==> src/rtl/sec_rtc_pkg.sv <==
// Package: shared address map and control bit positions for the seconds RTC.
// Assumes byte addressing on an 8-bit address bus with word-aligned accesses.
package sec_rtc_pkg;
    localparam logic [7:0] ADDR_CTRL    = 8'h00;
    localparam logic [7:0] ADDR_SECONDS = 8'h04;
    localparam logic [7:0] ADDR_ALARM   = 8'h08;
    localparam logic [7:0] ADDR_TRIM    = 8'h0C;
    localparam logic [7:0] ADDR_SCRATCH = 8'h34;

    localparam int CB_READY  = 7;
    localparam int CB_SFLAG  = 6;
    localparam int CB_SIE    = 5;
    localparam int CB_AFLAG  = 4;
    localparam int CB_AIE    = 3;
    localparam int CB_ARM    = 2;
    localparam int CB_RUN    = 0;

    typedef struct packed {
        logic sec_ie;
        logic alm_ie;
        logic alm_arm;
        logic run;
    } ctrl_cfg_t;
endpackage

==> src/rtl/rtc_prescale.sv <==
// Module: divides slow_en pulses by PRESCALE into a one-cycle tick.
// Assumes PRESCALE >= 2; the divider is held cleared while run is 0.
module rtc_prescale #(
    parameter int PRESCALE = 32768
) (
    input  logic clk,
    input  logic rst_n,
    input  logic run,
    input  logic slow_en,
    output logic tick
);
    localparam int PW = (PRESCALE > 2) ? $clog2(PRESCALE) : 1;
    localparam logic [PW-1:0] LAST = PW'(PRESCALE - 1);

    logic [PW-1:0] div_q;

    assign tick = run && slow_en && (div_q == LAST);

    // Purpose: count slow enables, restart on each tick or when stopped.
    always_ff @(posedge clk) begin
        if (!rst_n || !run) begin
            div_q <= '0;
        end else if (slow_en) begin
            div_q <= (div_q == LAST) ? '0 : div_q + PW'(1);
        end
    end

    a_r11_stopped_clear : assert property (@(posedge clk) disable iff (!rst_n)
        !run |=> (div_q == '0));
endmodule

==> src/rtl/rtc_wr_gate.sv <==
// Module: write-busy handshake. Accepts a write only when idle, then holds
// ready low for BUSY_CYC cycles; a write while busy is dropped and flagged.
// Assumes BUSY_CYC >= 1.
module rtc_wr_gate #(
    parameter int BUSY_CYC = 4
) (
    input  logic clk,
    input  logic rst_n,
    input  logic wr_req,
    output logic wr_ok,
    output logic ready,
    output logic err
);
    localparam int CW = $clog2(BUSY_CYC + 1);
    localparam logic [CW-1:0] LOAD = CW'(BUSY_CYC);

    logic [CW-1:0] busy_q;

    assign ready = (busy_q == '0);
    assign wr_ok = wr_req && ready;

    // Purpose: load the busy window on an accepted write and count it down.
    always_ff @(posedge clk) begin
        if (!rst_n)          busy_q <= '0;
        else if (wr_ok)      busy_q <= LOAD;
        else if (!ready)     busy_q <= busy_q - CW'(1);
    end

    // Purpose: remember any write attempted inside the busy window.
    always_ff @(posedge clk) begin
        if (!rst_n)                 err <= 1'b0;
        else if (wr_req && !ready)  err <= 1'b1;
    end

    a_r9_busy_after_write : assert property (@(posedge clk) disable iff (!rst_n)
        wr_ok |=> !ready);
    a_r10_err_sticky : assert property (@(posedge clk) disable iff (!rst_n)
        err |=> err);
endmodule

==> src/rtl/rtc_count.sv <==
// Module: 32-bit seconds counter with load and alarm compare.
// A load takes priority over a tick; alarm_hit marks a tick whose new value
// equals the alarm word while the alarm is armed.
module rtc_count #(
    parameter int SEC_W = 32
) (
    input  logic             clk,
    input  logic             rst_n,
    input  logic             tick,
    input  logic             load,
    input  logic [SEC_W-1:0] load_val,
    input  logic [SEC_W-1:0] alarm,
    input  logic             arm,
    output logic [SEC_W-1:0] sec,
    output logic             alarm_hit
);
    logic [SEC_W-1:0] next_sec;

    assign next_sec  = sec + SEC_W'(1);
    assign alarm_hit = tick && !load && arm && (next_sec == alarm);

    // Purpose: advance, load or hold the seconds count.
    always_ff @(posedge clk) begin
        if (!rst_n)      sec <= '0;
        else if (load)   sec <= load_val;
        else if (tick)   sec <= next_sec;
    end

    a_r4_step : assert property (@(posedge clk) disable iff (!rst_n)
        (tick && !load) |=> (sec == $past(sec) + SEC_W'(1)));
    a_r11_hold : assert property (@(posedge clk) disable iff (!rst_n)
        (!tick && !load) |=> $stable(sec));
endmodule

==> src/rtl/sec_rtc.sv <==
// Module: top of the seconds RTC. Holds the register file, event flags and
// the registered interrupt; uses the prescaler, write gate and counter.
// Assumes reads are side-effect free and the read port is combinational.
module sec_rtc #(
    parameter int PRESCALE = 32768,
    parameter int BUSY_CYC = 4
) (
    input  logic        clk,
    input  logic        rst_n,
    input  logic        slow_en,
    input  logic        bus_sel,
    input  logic        bus_we,
    input  logic [7:0]  bus_addr,
    input  logic [31:0] bus_wdata,
    output logic [31:0] bus_rdata,
    output logic        irq,
    output logic        wr_err
);
    import sec_rtc_pkg::*;

    localparam int DW = 32;

    ctrl_cfg_t       cfg_q;
    logic            sflag_q, aflag_q;
    logic [DW-1:0]   alarm_q, trim_q, scratch_q, sec;
    logic            wr_ok, ready, tick, tick_eff, alarm_hit;
    logic            wr_ctrl, wr_sec;

    rtc_prescale #(.PRESCALE(PRESCALE)) u_pre (
        .clk(clk), .rst_n(rst_n), .run(cfg_q.run), .slow_en(slow_en), .tick(tick)
    );

    rtc_wr_gate #(.BUSY_CYC(BUSY_CYC)) u_gate (
        .clk(clk), .rst_n(rst_n), .wr_req(bus_sel && bus_we),
        .wr_ok(wr_ok), .ready(ready), .err(wr_err)
    );

    assign wr_ctrl  = wr_ok && (bus_addr == ADDR_CTRL);
    assign wr_sec   = wr_ok && (bus_addr == ADDR_SECONDS);
    assign tick_eff = tick && !wr_sec;

    rtc_count #(.SEC_W(DW)) u_cnt (
        .clk(clk), .rst_n(rst_n), .tick(tick), .load(wr_sec),
        .load_val(bus_wdata), .alarm(alarm_q), .arm(cfg_q.alm_arm),
        .sec(sec), .alarm_hit(alarm_hit)
    );

    // Purpose: plain data words written through the accepted-write strobe.
    always_ff @(posedge clk) begin
        if (!rst_n) begin
            alarm_q   <= '0;
            trim_q    <= '0;
            scratch_q <= '0;
        end else if (wr_ok) begin
            if (bus_addr == ADDR_ALARM)   alarm_q   <= bus_wdata;
            if (bus_addr == ADDR_TRIM)    trim_q    <= bus_wdata;
            if (bus_addr == ADDR_SCRATCH) scratch_q <= bus_wdata;
        end
    end

    // Purpose: control enables, written whole on an accepted control write.
    always_ff @(posedge clk) begin
        if (!rst_n) begin
            cfg_q <= '0;
        end else if (wr_ctrl) begin
            cfg_q.sec_ie  <= bus_wdata[CB_SIE];
            cfg_q.alm_ie  <= bus_wdata[CB_AIE];
            cfg_q.alm_arm <= bus_wdata[CB_ARM];
            cfg_q.run     <= bus_wdata[CB_RUN];
        end
    end

    // Purpose: sticky flags; writing 0 clears, writing 1 keeps, events set.
    always_ff @(posedge clk) begin
        if (!rst_n) begin
            sflag_q <= 1'b0;
            aflag_q <= 1'b0;
        end else begin
            sflag_q <= (sflag_q && !(wr_ctrl && !bus_wdata[CB_SFLAG])) || tick_eff;
            aflag_q <= (aflag_q && !(wr_ctrl && !bus_wdata[CB_AFLAG])) || alarm_hit;
        end
    end

    // Purpose: registered merge of the masked events into one interrupt.
    always_ff @(posedge clk) begin
        if (!rst_n) irq <= 1'b0;
        else        irq <= (sflag_q && cfg_q.sec_ie) || (aflag_q && cfg_q.alm_ie);
    end

    // Purpose: combinational read mux over the address map.
    always_comb begin
        bus_rdata = '0;
        unique case (bus_addr)
            ADDR_CTRL: begin
                bus_rdata[CB_READY] = ready;
                bus_rdata[CB_SFLAG] = sflag_q;
                bus_rdata[CB_SIE]   = cfg_q.sec_ie;
                bus_rdata[CB_AFLAG] = aflag_q;
                bus_rdata[CB_AIE]   = cfg_q.alm_ie;
                bus_rdata[CB_ARM]   = cfg_q.alm_arm;
                bus_rdata[CB_RUN]   = cfg_q.run;
            end
            ADDR_SECONDS: bus_rdata = sec;
            ADDR_ALARM:   bus_rdata = alarm_q;
            ADDR_TRIM:    bus_rdata = trim_q;
            ADDR_SCRATCH: bus_rdata = scratch_q;
            default:      bus_rdata = '0;
        endcase
    end

    a_r7_clear_sflag : assert property (@(posedge clk) disable iff (!rst_n)
        (wr_ctrl && !bus_wdata[CB_SFLAG] && !tick_eff) |=> !sflag_q);
    a_r7_keep_aflag : assert property (@(posedge clk) disable iff (!rst_n)
        (aflag_q && !(wr_ctrl && !bus_wdata[CB_AFLAG])) |=> aflag_q);
    a_r8_irq_alarm : assert property (@(posedge clk) disable iff (!rst_n)
        (aflag_q && cfg_q.alm_ie) |=> irq);
    a_r12_load_wins : assert property (@(posedge clk) disable iff (!rst_n)
        (wr_sec && tick) |=> (sec == $past(bus_wdata)));
endmodule

==> config.mk <==
export PLATFORM = sky130hd
export DESIGN_NAME = sec_rtc
export DESIGN_NICKNAME = d
export VERILOG_FILES = /design/src/rtl/sec_rtc_pkg.sv /design/src/rtl/rtc_prescale.sv /design/src/rtl/rtc_wr_gate.sv /design/src/rtl/rtc_count.sv /design/src/rtl/sec_rtc.sv
export SDC_FILE = /design/constraint.sdc
export NUM_CORES = 1
export LEC_CHECK = 0
export ABC_AREA = 1
export BUFFER_PORTS_ARGS = -buffer_cell sky130_fd_sc_hd__buf_2
export CORE_AREA = 2 2 170 172
export CTS_BUF_LIST = sky130_fd_sc_hd__clkbuf_8
export DETAILED_ROUTE_END_ITERATION = 16
export DIE_AREA = 0 0 172 174
export GPL_TIMING_DRIVEN = 0
export REMOVE_ABC_BUFFERS = 1
export SLEW_MARGIN = 10
export SYNTH_ARGS = -nofsm -noshare
export SYNTH_HDL_FRONTEND = slang
export SYNTH_SLANG_ARGS = --single-unit
==> constraint.sdc <==
create_clock -name clk -period 5.73 [get_ports clk]
set_input_delay 1.146 -clock clk [delete_from_list [all_inputs] [get_ports clk]]
set_output_delay 1.146 -clock clk [all_outputs]
set_load 0.005 [all_outputs]
; After elaboration in Yosys (flattened, before gate mapping)
; Index checks and enable logic that the tools add are counted.
[op_classes]
n_addsub = 3
n_eq_ne = 7
mux = 9
n_bitwise = 1
reduce_logical = 35
[op_table]
columns = op, n
row1 = $pmux 24 s4, 1
row2 = $mux 32, 2
row3 = $add 32x1->32 const B, 1
row4 = $eq 32x32->1, 1
row5 = $pmux 6 s5, 1
row6 = $eq 8x4->1 const B, 2
row7 = $logic_and 1x1->1, 16
row8 = $add 15x1->15 const B, 1
row9 = $eq 15x15->1 const B, 1
row10 = $mux 15, 1
row11 = $eq 8x3->1 const B, 1
row12 = $eq 8x6->1 const B, 1
row13 = $logic_not 1->1, 8
row14 = $logic_not 8->1, 1
row15 = $mux 3, 2
row16 = $reduce_and 2->1, 3
row17 = $pmux 1 s5, 1
row18 = $logic_or 1x1->1, 4
row19 = $pmux 1 s4, 1
row20 = $logic_not 3->1, 1
row21 = $sub 3x1->3 const B, 1
row22 = $ne 2x2->1 const B, 1
row23 = $reduce_bool 2->1, 1
row24 = $reduce_or 2->1, 1
row25 = $not 1->1, 1
[totals]
regBits = 154
inputBits = 45
output_inout_bits = 34
word_cells = 70

; Depth between registers and ports, before layout
[logic_depth]
word_depth = 8
depth_mapped = 15
depth_no_buf = 15

; Cells and area by module
; Synthesis repeated with hierarchy kept, for this count alone.
[hier_totals]
hier_cells = 1407
hier_area_um2 = 8828.5
[modules_own_cells]
columns = mod, instances, cells_per_inst, area_each_um2, seq_area_each_um2
row1 = sec_rtc, 1, 698, 4762.1, 2062.0
row2 = rtc_count, 1, 565, 3059.2, 640.6
row3 = rtc_prescale, 1, 114, 788.3, 300.3
row4 = rtc_wr_gate, 1, 30, 219.0, 80.1

; Least setup slack after synthesis
; Ideal clock, no wire load.
[synth_timing]
kind = input-to-output
from = input bus_addr[7]
to = output bus_rdata[1]
t_arrival_ns = 2.394
required_ns = 4.584
setup_slack_ns = 2.190
cell_stages = 7
path_buffers = 1
cell_sequence = or2_1 -> nor3_4 -> nand2_2 -> nor3_4 -> inv_2 -> clkbuf_1 -> o211ai_1
[synth_between]
elab_chain_len = 2
word_cells_on_any_way = 5
cone_classes = 4 x eq/ne / 1 x mux
[synth_lines]
columns = item, line
row1 = from (decl), sec_rtc.sv:13  ; input logic [7:0] bus_addr,
row2 = $eq 8x6->1 (tied with other cells), sec_rtc.sv:93  ; unique case (bus_addr)
row3 = $pmux 1 s4 *, sec_rtc.sv:93
row4 = to (decl), sec_rtc.sv:15  ; output logic [31:0] bus_rdata,
; Every way passes the cells marked *; elsewhere a longest branch is shown, timed or not.

; Final worst setup path
[layout_timing]
from = input bus_addr[7]
to = output bus_rdata[13]
[layout_between]
elab_chain_len = 2
word_cells_on_any_way = 5
cone_classes = 4 x eq/ne / 1 x mux
[layout_lines]
columns = item, line
row1 = $eq 8x6->1 (tied with other cells), sec_rtc.sv:93
row2 = $pmux 24 s4 *, sec_rtc.sv:93
; Marks and branches as above.

==> impl_metrics.py <==
metrics = {
    "worst_setup_path": {
        "crit_path_max_incr_delay_ps": 380,
        "crit_type": "in -> out",
        "crit_path_start_kind": "primary input",
        "cp-startpoint": "bus_addr[7]",
        "end_kind": "output pin",
        "cp.arrival_ps": 3100,
        "path_max_fanout": 27,
        "crit_family": "simple AND/OR/NAND/NOR gates",
        "worstReg2RegStart": "u_gate.busy_q[0]",
        "crit_buf_inv": 3,
        "required_ps": 4580,
        "path_cells": "buf_2, or2_1, nor3_4, nand2_2, nor3_4, inv_2, o221ai_1, buf_2",
        "cp_slowest_cell": "o221ai_1",
    },
    "cells_and_area": {
        "postLayoutCellArea_mm2": 0.00944,
        "drive_gt1_share_pct": 11.7,
        "diodes": 0,
        "syn_to_final_growth_pct": 13.8,
        "nets": 1341,
        "final_cells": 1688,
        "fill_cells": 3099,
    },
    "die": {
        "initial_core_util_pct": 29.4,
        "die_x_um": 172,
        "ios": 79,
        "core_mm2": 0.0282,
        "die_area_mm2": 0.0299,
        "fp-row-count": 62,
        "die_y_um": 174,
    },
    "global_route": {
        "grt_pass1_vias": 7830,
        "grt_usage_pct": 17.9,
        "antenna_found_initial": 0,
        "met3_usage_pct": 3.19,
        "grt_start_max_net_pins": 78,
        "use_met2_pct": 29.0,
        "gr-total-overflow": 0,
        "top_usage_layer": "met2",
        "grt_util_met1_pct": 24.4,
        "grt_pass1_wl_um": 42200,
    },
    "outcome": {
        "status": "finished clean",
    },
    "synthesis": {
        "postSynthCellCount": 1245,
        "async_flop_share_pct": 0,
        "syn_area_mm2": 0.00829,
        "synth_area_per_cell_um2": 6.66,
        "yosysUniqueCellTypes": 43,
        "yosysMostFrequentCell": "nand2_1",
        "synth_warnings": 0,
        "ys_seq_area_share_pct": 37.2,
        "synth-edff-count": 0,
        "yosys-top-cells-area": "dfxtp_1, nand2_1, nor2_1, nand3_1, a21oi_1",
        "ys_ff_latch": 154,
        "ys_top_cells_by_count": "nand2_1, nor2_1, dfxtp_1",
        "synth_top_area_share_pct": 37.2,
        "synth_top_cell_by_area": "dfxtp_1",
        "synth_top_flop_cell": "dfxtp_1",
    },
    "clock_tree": {
        "hold_buffers": 0,
        "post_cts_buffers": 0,
        "numCtsBuffers": 17,
        "root_buffer": "clkbuf_8",
        "cts_tree": "done",
        "insertion_delay_ps": 490,
        "clk_path_buf_depth": 2,
        "htree_levels": 4,
        "path_clk_slew_ps": 70,
        "cts_resized": 0,
        "clock-sinks": 154,
    },
    "sta": {
        "whs_ps": 457,
        "finClkSkew_ps": 16.8,
        "final-max-slew-violation-count": 0,
        "rsz0062_at_grt": "no",
        "fmax_ghz": 0.235,
        "hold_viol": 0,
        "relSlewSlack_pct": 27.4,
        "finalSetupViolations": 0,
        "tightest_slew_ps": 1090,
        "finalCriticalPeriod_ps": 4250,
        "fin_ws_ps": 1480,
        "period_share_pct": 74.1,
        "tns_ps": 0,
    },
    "pwr": {
        "switching_power_w": 0.000534,
        "p_int_w": 0.00156,
        "p_sw_share_pct": 25.5,
        "peakVddDrop_mv": 0.124,
        "p_clk_share_pct": 41.4,
        "p_leak_nw": 3.44,
        "seqPwrFrac_pct": 51.8,
        "p_comb_share_pct": 6.9,
        "p_per_area_mw_per_mm2": 222,
    },
    "placement": {
        "placed_area_mm2": 0.00903,
        "dp_cells": 1657,
        "gp_congestion": 0.847,
        "place_hpwl_um": 18200,
        "place_ws_ps": 1190,
        "portBuffers": 78,
    },
    "routing": {
        "dr.pass1.iters": 8,
        "drcViolationCount": 0,
        "vias_per_cell": 5.01,
        "wl_um": 26500,
        "postRouteAntennaNets": 0,
        "drt-wirelength-per-cell_um": 15.7,
        "dr.first_iter.drc_count": 629,
        "route.vias.total": 8452,
    },
    "worst_hold_path": {
        "hold_class": "reg -> reg",
        "worstHoldStart": "scratch_q[3]",
    },
    "run": {
        "max_cap_viol_count": 0,
    },
}
-- layout by cell type (no fill, tap or decap), types with 14 or more instances in the layout --
cell and count:
buf_2 77, nand2_1 289, o21ai_0 76, a21oi_1 93
dfxtp_1 154, a22oi_1 29, a31oi_1 17, nor2_1 169
inv_1 115, nand3_1 114, o221ai_1 26, clkbuf_8 18
nand2_2 14
-- per-layer routing --
metal,vias to the layer above,share of wire [%]
li1,4262,-
met1,3928,47
met2,238,47
met3,24,5.5
met4,0,1.4
met5,-,0
-- power by group through the flow --
stage,combinational [W],sequential (W),clock [W]
after global placement,0.000130,0.00111,0
after global routing,0.000160,0.00108,0.000923
after floorplan,0.0000708,0.00111,0
after detailed placement,0.000144,0.00111,0
after CTS,0.000144,0.00108,0.000882
final,0.000144,0.00108,0.000866
-- sequential cells by signal, indices dropped and copies added (netlist names), 3 cells and up --
register / cells
alarm_q: 32
trim_q: 32
u_cnt.sec: 32
u_pre.div_q: 15
cfg_q: 4
scratch_q: 32
u_gate.busy_q: 3
-- worst min-delay path: cells and delay by family, from the launching register on --
family,cells,cell delay [ps]
buffers and inverters,1,60
AOI/OAI and AO/OA,1,60
DFF,1,300
-- through the flow --
step           power (W)  util (%)
2_1_floorplan    0.00118         -
3_3_place_gp     0.00124      31.6
3_5_place_dp     0.00125      32.0
4_1_cts          0.00211      33.4
5_1_grt          0.00217      33.4
6_report         0.00209      33.4
-- area by class of cell --
class / instances / area (µm²) / area share, %
Timing Repair Buffer: 81 / 475 / 5.04
Multi-Input combinational cell: 916 / 4530 / 48.0
Inverter: 122 / 462 / 4.89
Clock buffer: 18 / 248 / 2.63
Clock inverter: 13 / 155 / 1.64
Tap cell: 384 / 480 / 5.09
Sequential cell: 154 / 3080 / 32.7
-- worst paths after layout --
kind                                       to  slack, ps  cells after the start
worst max-delay path            bus_rdata[13]       1480                      8
worst min-delay path             scratch_q[3]        460                      2
worst max register to register  u_cnt.sec[15]       2170                     12
worst min register to register   scratch_q[3]        460                      2
-- cells by family (layout without fill, tap and decap cells) --
group,after synthesis,after routing,share of synthesized area (%)
flip-flops,154,154,37.2
buffers and inverters,175,234,8.39
AND/OR/NAND/NOR,625,625,32.6
XOR/XNOR,8,8,1.01
AO/OA/AOI/OAI,279,279,20.2
adder cells (fa/ha/maj),4,4,0.604
Power figures use the tool's default switching activity.
